--- src/rtl/vec_intr_pkg.sv ---
package vec_intr_pkg;
    localparam int VEC_DATA_W = 8;
    localparam int VEC_CODE_W = 3;
    localparam int VEC_BASE_W = VEC_DATA_W - VEC_CODE_W;

    typedef logic [VEC_DATA_W-1:0] vec_byte_t;
    typedef logic [VEC_CODE_W-1:0] vec_code_t;

    typedef struct packed {
        logic      active;
        vec_code_t code;
    } ack_state_t;

    typedef struct packed {
        logic      oe;
        vec_byte_t data;
    } bus_state_t;
endpackage

--- src/rtl/vec_decode.sv ---
module vec_decode #(
    parameter int          ADDR_W   = 8,
    parameter logic [ADDR_W-1:0] REG_ADDR = 8'h18
) (
    input  logic              cs,
    input  logic [ADDR_W-1:0] addr,
    input  logic              wr_en,
    input  logic              rd_en,
    input  logic              ack_active,
    output logic              wr_hit,
    output logic              rd_hit
);
    logic sel;

    always_comb begin
        sel    = cs && (addr == REG_ADDR);
        wr_hit = sel && wr_en && !ack_active;
        rd_hit = sel && rd_en && !ack_active;
    end
endmodule

--- src/rtl/vec_ack_track.sv ---
module vec_ack_track
    import vec_intr_pkg::*;
(
    input  logic      clk,
    input  logic      rst_n,
    input  logic      ack_n,
    input  logic      svc_req_n,
    input  vec_code_t svc_code,
    output logic      ack_active,
    output vec_code_t code_d_o
);
    ack_state_t st_d, st_q;

    always_comb begin
        st_d        = st_q;
        ack_active  = !ack_n && !svc_req_n;
        st_d.active = ack_active;
        if (ack_active && !st_q.active) begin
            st_d.code = svc_code;
        end
        code_d_o = st_d.code;
    end

    always_ff @(posedge clk or negedge rst_n) begin
        if (!rst_n) begin
            st_q <= '0;
        end else begin
            st_q <= st_d;
        end
    end


    code_hold_chk: assert property (@(posedge clk) disable iff (!rst_n)
        (ack_active && st_q.active) |=> $stable(st_q.code));
endmodule

--- src/rtl/vec_store.sv ---
module vec_store
    import vec_intr_pkg::*;
#(
    parameter vec_byte_t RESET_VAL = '0
) (
    input  logic      clk,
    input  logic      rst_n,
    input  logic      wr_hit,
    input  vec_byte_t wdata,
    output vec_byte_t reg_q_o
);
    vec_byte_t reg_d, reg_q;

    always_comb begin
        reg_d = reg_q;
        if (wr_hit) begin
            reg_d = wdata;
        end
    end

    always_ff @(posedge clk or negedge rst_n) begin
        if (!rst_n) begin
            reg_q <= RESET_VAL;
        end else begin
            reg_q <= reg_d;
        end
    end

    assign reg_q_o = reg_q;


    no_write_hold_chk: assert property (@(posedge clk) disable iff (!rst_n)
        !wr_hit |=> $stable(reg_q));
endmodule

--- src/rtl/vec_bus_out.sv ---
module vec_bus_out
    import vec_intr_pkg::*;
(
    input  logic      clk,
    input  logic      rst_n,
    input  logic      ack_active,
    input  logic      rd_hit,
    input  vec_byte_t reg_q,
    input  vec_code_t code_d,
    output vec_byte_t rdata,
    output logic      rdata_oe
);
    bus_state_t bus_d, bus_q;

    always_comb begin
        bus_d = '0;
        if (ack_active) begin
            bus_d.oe   = 1'b1;
            bus_d.data = {reg_q[VEC_DATA_W-1:VEC_CODE_W], code_d};
        end else if (rd_hit) begin
            bus_d.oe   = 1'b1;
            bus_d.data = reg_q;
        end
    end

    always_ff @(posedge clk or negedge rst_n) begin
        if (!rst_n) begin
            bus_q <= '0;
        end else begin
            bus_q <= bus_d;
        end
    end

    assign rdata    = bus_q.data;
    assign rdata_oe = bus_q.oe;


    idle_tristate_chk: assert property (@(posedge clk) disable iff (!rst_n)
        (!ack_active && !rd_hit) |=> !rdata_oe);
endmodule

--- src/rtl/vec_intr_reg.sv ---
module vec_intr_reg
    import vec_intr_pkg::*;
#(
    parameter int                ADDR_W    = 8,
    parameter logic [ADDR_W-1:0] REG_ADDR  = 8'h18,
    parameter vec_byte_t         RESET_VAL = '0
) (
    input  logic              clk,
    input  logic              rst_n,
    input  logic              cs,
    input  logic [ADDR_W-1:0] addr,
    input  logic              wr_en,
    input  logic              rd_en,
    input  logic [7:0]        wdata,
    input  logic              ack_n,
    input  logic              svc_req_n,
    input  logic [2:0]        svc_code,
    output logic [7:0]        rdata,
    output logic              rdata_oe
);
    logic      ack_active;
    logic      wr_hit;
    logic      rd_hit;
    vec_code_t code_d;
    vec_byte_t reg_q;

    vec_ack_track u_ack (
        .clk        (clk),
        .rst_n      (rst_n),
        .ack_n      (ack_n),
        .svc_req_n  (svc_req_n),
        .svc_code   (svc_code),
        .ack_active (ack_active),
        .code_d_o   (code_d)
    );

    vec_decode #(.ADDR_W(ADDR_W), .REG_ADDR(REG_ADDR)) u_dec (
        .cs         (cs),
        .addr       (addr),
        .wr_en      (wr_en),
        .rd_en      (rd_en),
        .ack_active (ack_active),
        .wr_hit     (wr_hit),
        .rd_hit     (rd_hit)
    );

    vec_store #(.RESET_VAL(RESET_VAL)) u_store (
        .clk     (clk),
        .rst_n   (rst_n),
        .wr_hit  (wr_hit),
        .wdata   (wdata),
        .reg_q_o (reg_q)
    );

    vec_bus_out u_bus (
        .clk        (clk),
        .rst_n      (rst_n),
        .ack_active (ack_active),
        .rd_hit     (rd_hit),
        .reg_q      (reg_q),
        .code_d     (code_d),
        .rdata      (rdata),
        .rdata_oe   (rdata_oe)
    );


    readback_chk: assert property (@(posedge clk) disable iff (!rst_n)
        (cs && addr == REG_ADDR && rd_en && ack_n) |=> (rdata_oe && rdata == $past(reg_q)));


    vec_upper_chk: assert property (@(posedge clk) disable iff (!rst_n)
        (!ack_n && !svc_req_n) |=>
        (rdata_oe && rdata[7:VEC_CODE_W] == $past(reg_q[7:VEC_CODE_W])));


    ack_write_block_chk: assert property (@(posedge clk) disable iff (!rst_n)
        (!ack_n && !svc_req_n && wr_en) |=> $stable(reg_q));
endmodule

--- config.mk ---
export PLATFORM = sky130hd
export DESIGN_NAME = vec_intr_reg
export DESIGN_NICKNAME = d
export VERILOG_FILES = /design/src/rtl/vec_intr_pkg.sv /design/src/rtl/vec_decode.sv /design/src/rtl/vec_ack_track.sv /design/src/rtl/vec_store.sv /design/src/rtl/vec_bus_out.sv /design/src/rtl/vec_intr_reg.sv
export SDC_FILE = /design/constraint.sdc
export NUM_CORES = 1
export LEC_CHECK = 0
export BUFFER_PORTS_ARGS = -buffer_cell sky130_fd_sc_hd__clkbuf_2
export CAP_MARGIN = 15
export CORE_ASPECT_RATIO = 2
export CORE_MARGIN = 4
export CORE_UTILIZATION = 24
export CTS_CLUSTER_SIZE = 40
export DETAILED_ROUTE_END_ITERATION = 8
export PLACE_DENSITY = 0.47
export SETUP_SLACK_MARGIN = 0.4
export SYNTH_ARGS = -nofsm -noshare
export SYNTH_HDL_FRONTEND = slang
export SYNTH_HIERARCHICAL = 1
export SYNTH_SLANG_ARGS = --single-unit
export TNS_END_PERCENT = 50
--- constraint.sdc ---
create_clock -name clk -period 1.4 [get_ports clk]
set_input_delay 0.28 -clock clk [delete_from_list [all_inputs] [get_ports clk]]
set_output_delay 0.28 -clock clk [all_outputs]
set_load 0.005 [all_outputs]
After elaboration in Yosys (flattened, before gate mapping)
Cells that the tools add are included.

Register bits after elaboration: 21. Bits in latches: 0. RAM bits: 0. Memory bits (read-only): 0. Bits of input ports: 26. Output and inout bits: 9. Logic and storage cells: 20. Memories: 0.

Add/subtract/negate cells: 0. Multipliers: 0. Divide/modulo/power cells: 0. Magnitude comparators: 0. Equal/unequal tests: 1. Shift operators: 0. Mux-type cells: 3. Bitwise gates (word level): 0. Reductions and logical operators: 11.

Operators with widths (number): two-way mux 9 bit (2); equality test 8 x 5 -> 1 bit (second input constant) (1); logical AND 1 bit (7); zero test 1 bit (4); two-way mux 3 bit (1).

Depth between registers and ports, before layout
Depth in word-level cells: 6. Depth in mapped cells: 5. Gate-level depth less buffers: 5.

Cells and area by module
The synthesis kept the hierarchy.

Modules (own cells, without submodules): vec_store (instances 1, cells an instance 17, area each 331.6 µm², seq. area each 200.2 µm²); vec_bus_out (instances 1, cells an instance 20, area each 301.5 µm², seq. area each 225.2 µm²); vec_ack_track (instances 1, cells an instance 9, area each 147.6 µm², seq. area each 100.1 µm²); vec_decode (instances 1, cells an instance 7, area each 47.5 µm², seq. area each 0.0 µm²).

Least setup slack after synthesis
Ideal clock, no wire load.

Path type: in2reg. From: input svc_req_n. To: register u_store.reg_q[0] (netlist: u_store/reg_q_o[0]). Setup time: 0.125 ns. Arrival time: 1.624 ns. Required time: 1.275 ns. Setup slack: -0.349 ns. Stages on the path: 5. Buffers on the path: 1. Cells stage by stage: nor2_1 > or4b_1 > nor4_1 > buf_6 > mux2_4.

Cells in the longest elaborated chain, start to end: 4.

Ends and longest elaborated chain: from (decl) (line vec_intr_reg.sv:16) `input logic svc_req_n,`; zero test 1 bit (line vec_ack_track.sv:16) `ack_active = !ack_n && !svc_req_n;`; logical AND 1 bit (line vec_ack_track.sv:16); zero test 1 bit (line vec_decode.sv:17) `wr_hit = sel && wr_en && !ack_active;`; logical AND 1 bit (line vec_decode.sv:17); named net wr_hit (line vec_intr_reg.sv:22) `logic wr_hit;`; to (signal assigned) (line vec_store.sv:25) `reg_q <= reg_d;`; to (decl) (line vec_store.sv:12) `vec_byte_t reg_d, reg_q;`.

The timed path passes the listed nets, and every way through them passes these cells. A chain may end at the register's enable or synchronous reset.

Worst setup path in the final report
From: input addr[5]. To: register u_store.reg_q[5] (netlist: u_store/reg_q_o[5]).

Cells in the longest elaborated chain, start to end: 4.

Ends and longest elaborated chain: from (decl) (line vec_intr_reg.sv:11) `input logic [ADDR_W-1:0] addr,`; equality test 8 x 5 -> 1 bit (line vec_decode.sv:16) `sel = cs && (addr == REG_ADDR);`; logical AND 1 bit (line vec_decode.sv:16); logical AND 1 bit (2 in series) (line vec_decode.sv:17); named net wr_hit (line vec_intr_reg.sv:22).

The timed path passes the listed nets, and every way through them passes these cells.

==> run_results.csv <==
group,metric,value,unit
sta,setup_slack,-0.118,ns
pwr,internal_power,0.924,mW
worst_setup_path,worstSetupPathType,"in -> reg",
global_routing,grt_pass1_wl,2990,um
pwr,power_frac_clock,32.6,%
clocking,cts.path.max_buffers,2,
worst_setup_path,cp.arrival,1.66,ns
pwr,ir_drop,0.313,mV
sta,fmax,659,MHz
routing,post_drt_wl_per_cell,13.1,um
yosys,ys_seq_area_share,63.4,%
sta,fin_tns_setup,-0.902,ns
global_routing,gr-total-overflow,0,
routing,drtIter0Drc,2,
sta,finalCritPeriodShare,108,%
routing,postRouteWirelength,1670,um
clocking,ctsRootBufferMaster,"clkbuf_8",
global_routing,track_usage,9.02,%
worst_setup_path,crit_fanout,8,
floorplanning,io_pins,35,
finish,layoutNonFillerInstCount,128,
finish,final_cell_mix,"clkbuf_2, dfrtp_1, mux2_4",
worst_setup_path,worst_ep_required_time,1.54,ns
yosys,syn-num-nets,79,
clocking,numCtsBuffers,3,
pwr,p_comb_share,12.1,%
finish,final_common_cell,"clkbuf_2",
sta,period_needed,1.52,ns
worst_setup_path,crit_start,"addr[5]",
sta,tightest_slew,0.502,ns
placement,dpl.hpwl,1340,um
yosys,synth_seq_cells,21,
outcome,status,"finished with violations",
placement,place_area,0.00107,mm^2
routing,vias_per_cell,4.38,
yosys,syn-instance-count,53,
clocking,worstSkewPairLatency,0.25,ns
floorplanning,rows,30,
routing,route.detailed.drc,0,
yosys,synth_cell_types,15,
yosys,avgSynthCellArea,15.6,um^2
worst_setup_path,endpoint_kind,"flip-flop",
pwr,switchingPower,0.245,mW
pwr,p_sw_share,20.9,%
finish,nets,123,
pwr,p_seq_share,55.3,%
floorplanning,core_area,0.00338,mm^2
run,maxCapViolCount,0,
global_routing,antenna_found_initial,0,
placement,place_inst,122,
floorplanning,initial_core_util,24.5,%
floorplanning,dieArea,0.00451,mm^2
sta,slew_viol_final,0,
routing,drtAntennaViolNets,0,
sta,clock_skew,0.000165,ns
sta,setup-violations-final,8,
min_path,hp-class,"in -> reg",
global_routing,grt_pass1_vias,654,
sta,relSlewSlack,66.5,%
clocking,cts.sinks,21,
min_path,min_from,"wdata[7]",
finish,postLayoutCoreUtil,35.5,%
yosys,yosys_warnings,6,
placement,place.port_buffers,34,
worst_setup_path,crit_path_start_kind,"primary input",
finish,drive_above_1_share,63.5,%
worst_setup_path,r2r_start,"u_ack/st_q[3]",
routing,vias,561,
finish,n_fill_cell,344,
yosys,netlist_area,828,um^2
outcome,violations,"negative setup slack",
floorplanning,die_x,49.5,um
clocking,path_clk_slew,0.07,ns
finish,num_antenna_cells,0,
placement,place_congestion,0.686,
routing,drt_pass1_iterations,2,
pwr,p_per_area,975,mW/mm^2
finish,fin_area,0.00120,mm^2
finish,syn2layout_area_growth,44.7,%
floorplanning,die_y,91.1,um
pwr,leakage,0.625,nW
global_routing,grt_max_degree,22,
sta,hold_viol,0,
clocking,cts_tree,"built",
clocking,htree_levels,1,
sta,rsz0062_at_grt,"yes",
cell usage after synthesis:
library cell	n	area share [%]
a22o_1	3	3.2
buf_6	1	1.4
dfrtp_1	21	63
inv_1	3	1.4
mux2_2	3	4.1
mux2_4	8	15
nor2_1	1	0.45
nor2_2	1	0.76
nor2b_1	5	3.8
nor2b_2	1	1.1
nor3_2	1	1.2
nor4_1	2	1.5
or2_2	1	0.76
or4b_1	1	1.2
or4bb_1	1	1.4
critical path: stages:
cell	delay, ns
clkbuf_2	0.08
or4b_4	0.55
nor4_4	0.24
buf_6	0.19
mux2_4	0.31
path summary, 6_finish.rpt:
check | slack, ns | cells past startpoint | to
hold / removal | 0.25 | 2 | u_store/reg_q_o[7]
max in group asynchronous | 0.54 | 2 | u_bus/rdata[6]
setup / recovery | -0.12 | 5 | u_store/reg_q_o[5]
min in group asynchronous | 0.52 | 2 | u_ack/st_q[2]
hold reg to reg | 0.49 | 1 | u_bus/rdata[4]
setup reg to reg | 0.05 | 3 | u_bus/rdata[0]
registers in the layout (all words and copies together), names as in the netlist:
name,cells
u_bus/rdata,8
u_store/reg_q_o,8
u_ack/st_q,4
u_bus/rdata_oe,1
layout make-up:
type,count,area [um^2],area share (%)
clock buffers,4,45.0,3.76
repair buffers,40,241,20.1
flip-flops and latches,21,526,43.8
well taps,32,40.0,3.34
inverters,3,11.3,0.939
multi-input cells,28,335,28.0
stage by stage:
stage | power (mW) | worst slack (ns) | hold slack (ns)
4_1_cts | 1.19 | -0.118 | 0.242
3_3_place_gp | 0.769 | -0.391 | 0.264
2_1_floorplan | 0.703 | -0.254 | -0.0156
6_report | 1.17 | -0.118 | 0.250
5_1_grt | 1.23 | -0.181 | 0.246
3_5_place_dp | 0.774 | -0.447 | 0.273
power by group through the flow:
| stage | clock (mW) | sequential, mW | combinational [mW] |
|---|---|---|---|
| finish | 0.381 | 0.647 | 0.141 |
| global placement | 0 | 0.656 | 0.113 |
| CTS | 0.400 | 0.647 | 0.140 |
| global route | 0.424 | 0.650 | 0.159 |
| detailed placement | 0 | 0.658 | 0.116 |
| floorplan | 0 | 0.656 | 0.0467 |
repair_timing:
action	CTS	global route
setup endpoints to repair	29	29
gates resized for setup	8	9
hold buffers	1	0
pin swaps	2	3
setup buffers	1	0
endpoints found under the hold margin	21	0
cells by family (layout without fill, tap and decap cells):
kind of cell           after synthesis  in the layout  synth area share (%)
AOI/OAI and AO/OA                    3              3                  3.17
buffers and inverters                4             47                  2.72
DFF                                 21             21                  63.4
muxes                               11             11                  18.6
and+or+nand+nor                     14             14                  12.1
per-layer routing:
layer | wire length, um | GRT usage [%] | vias to the layer above
met5 | 0 | 0 | -
met4 | 75 | 8.31 | 0
met3 | 113 | 2.13 | 5
met2 | 923 | 14.8 | 26
met1 | 560 | 8.98 | 264
li1 | - | - | 266
(Power assumes the default switching activity.)
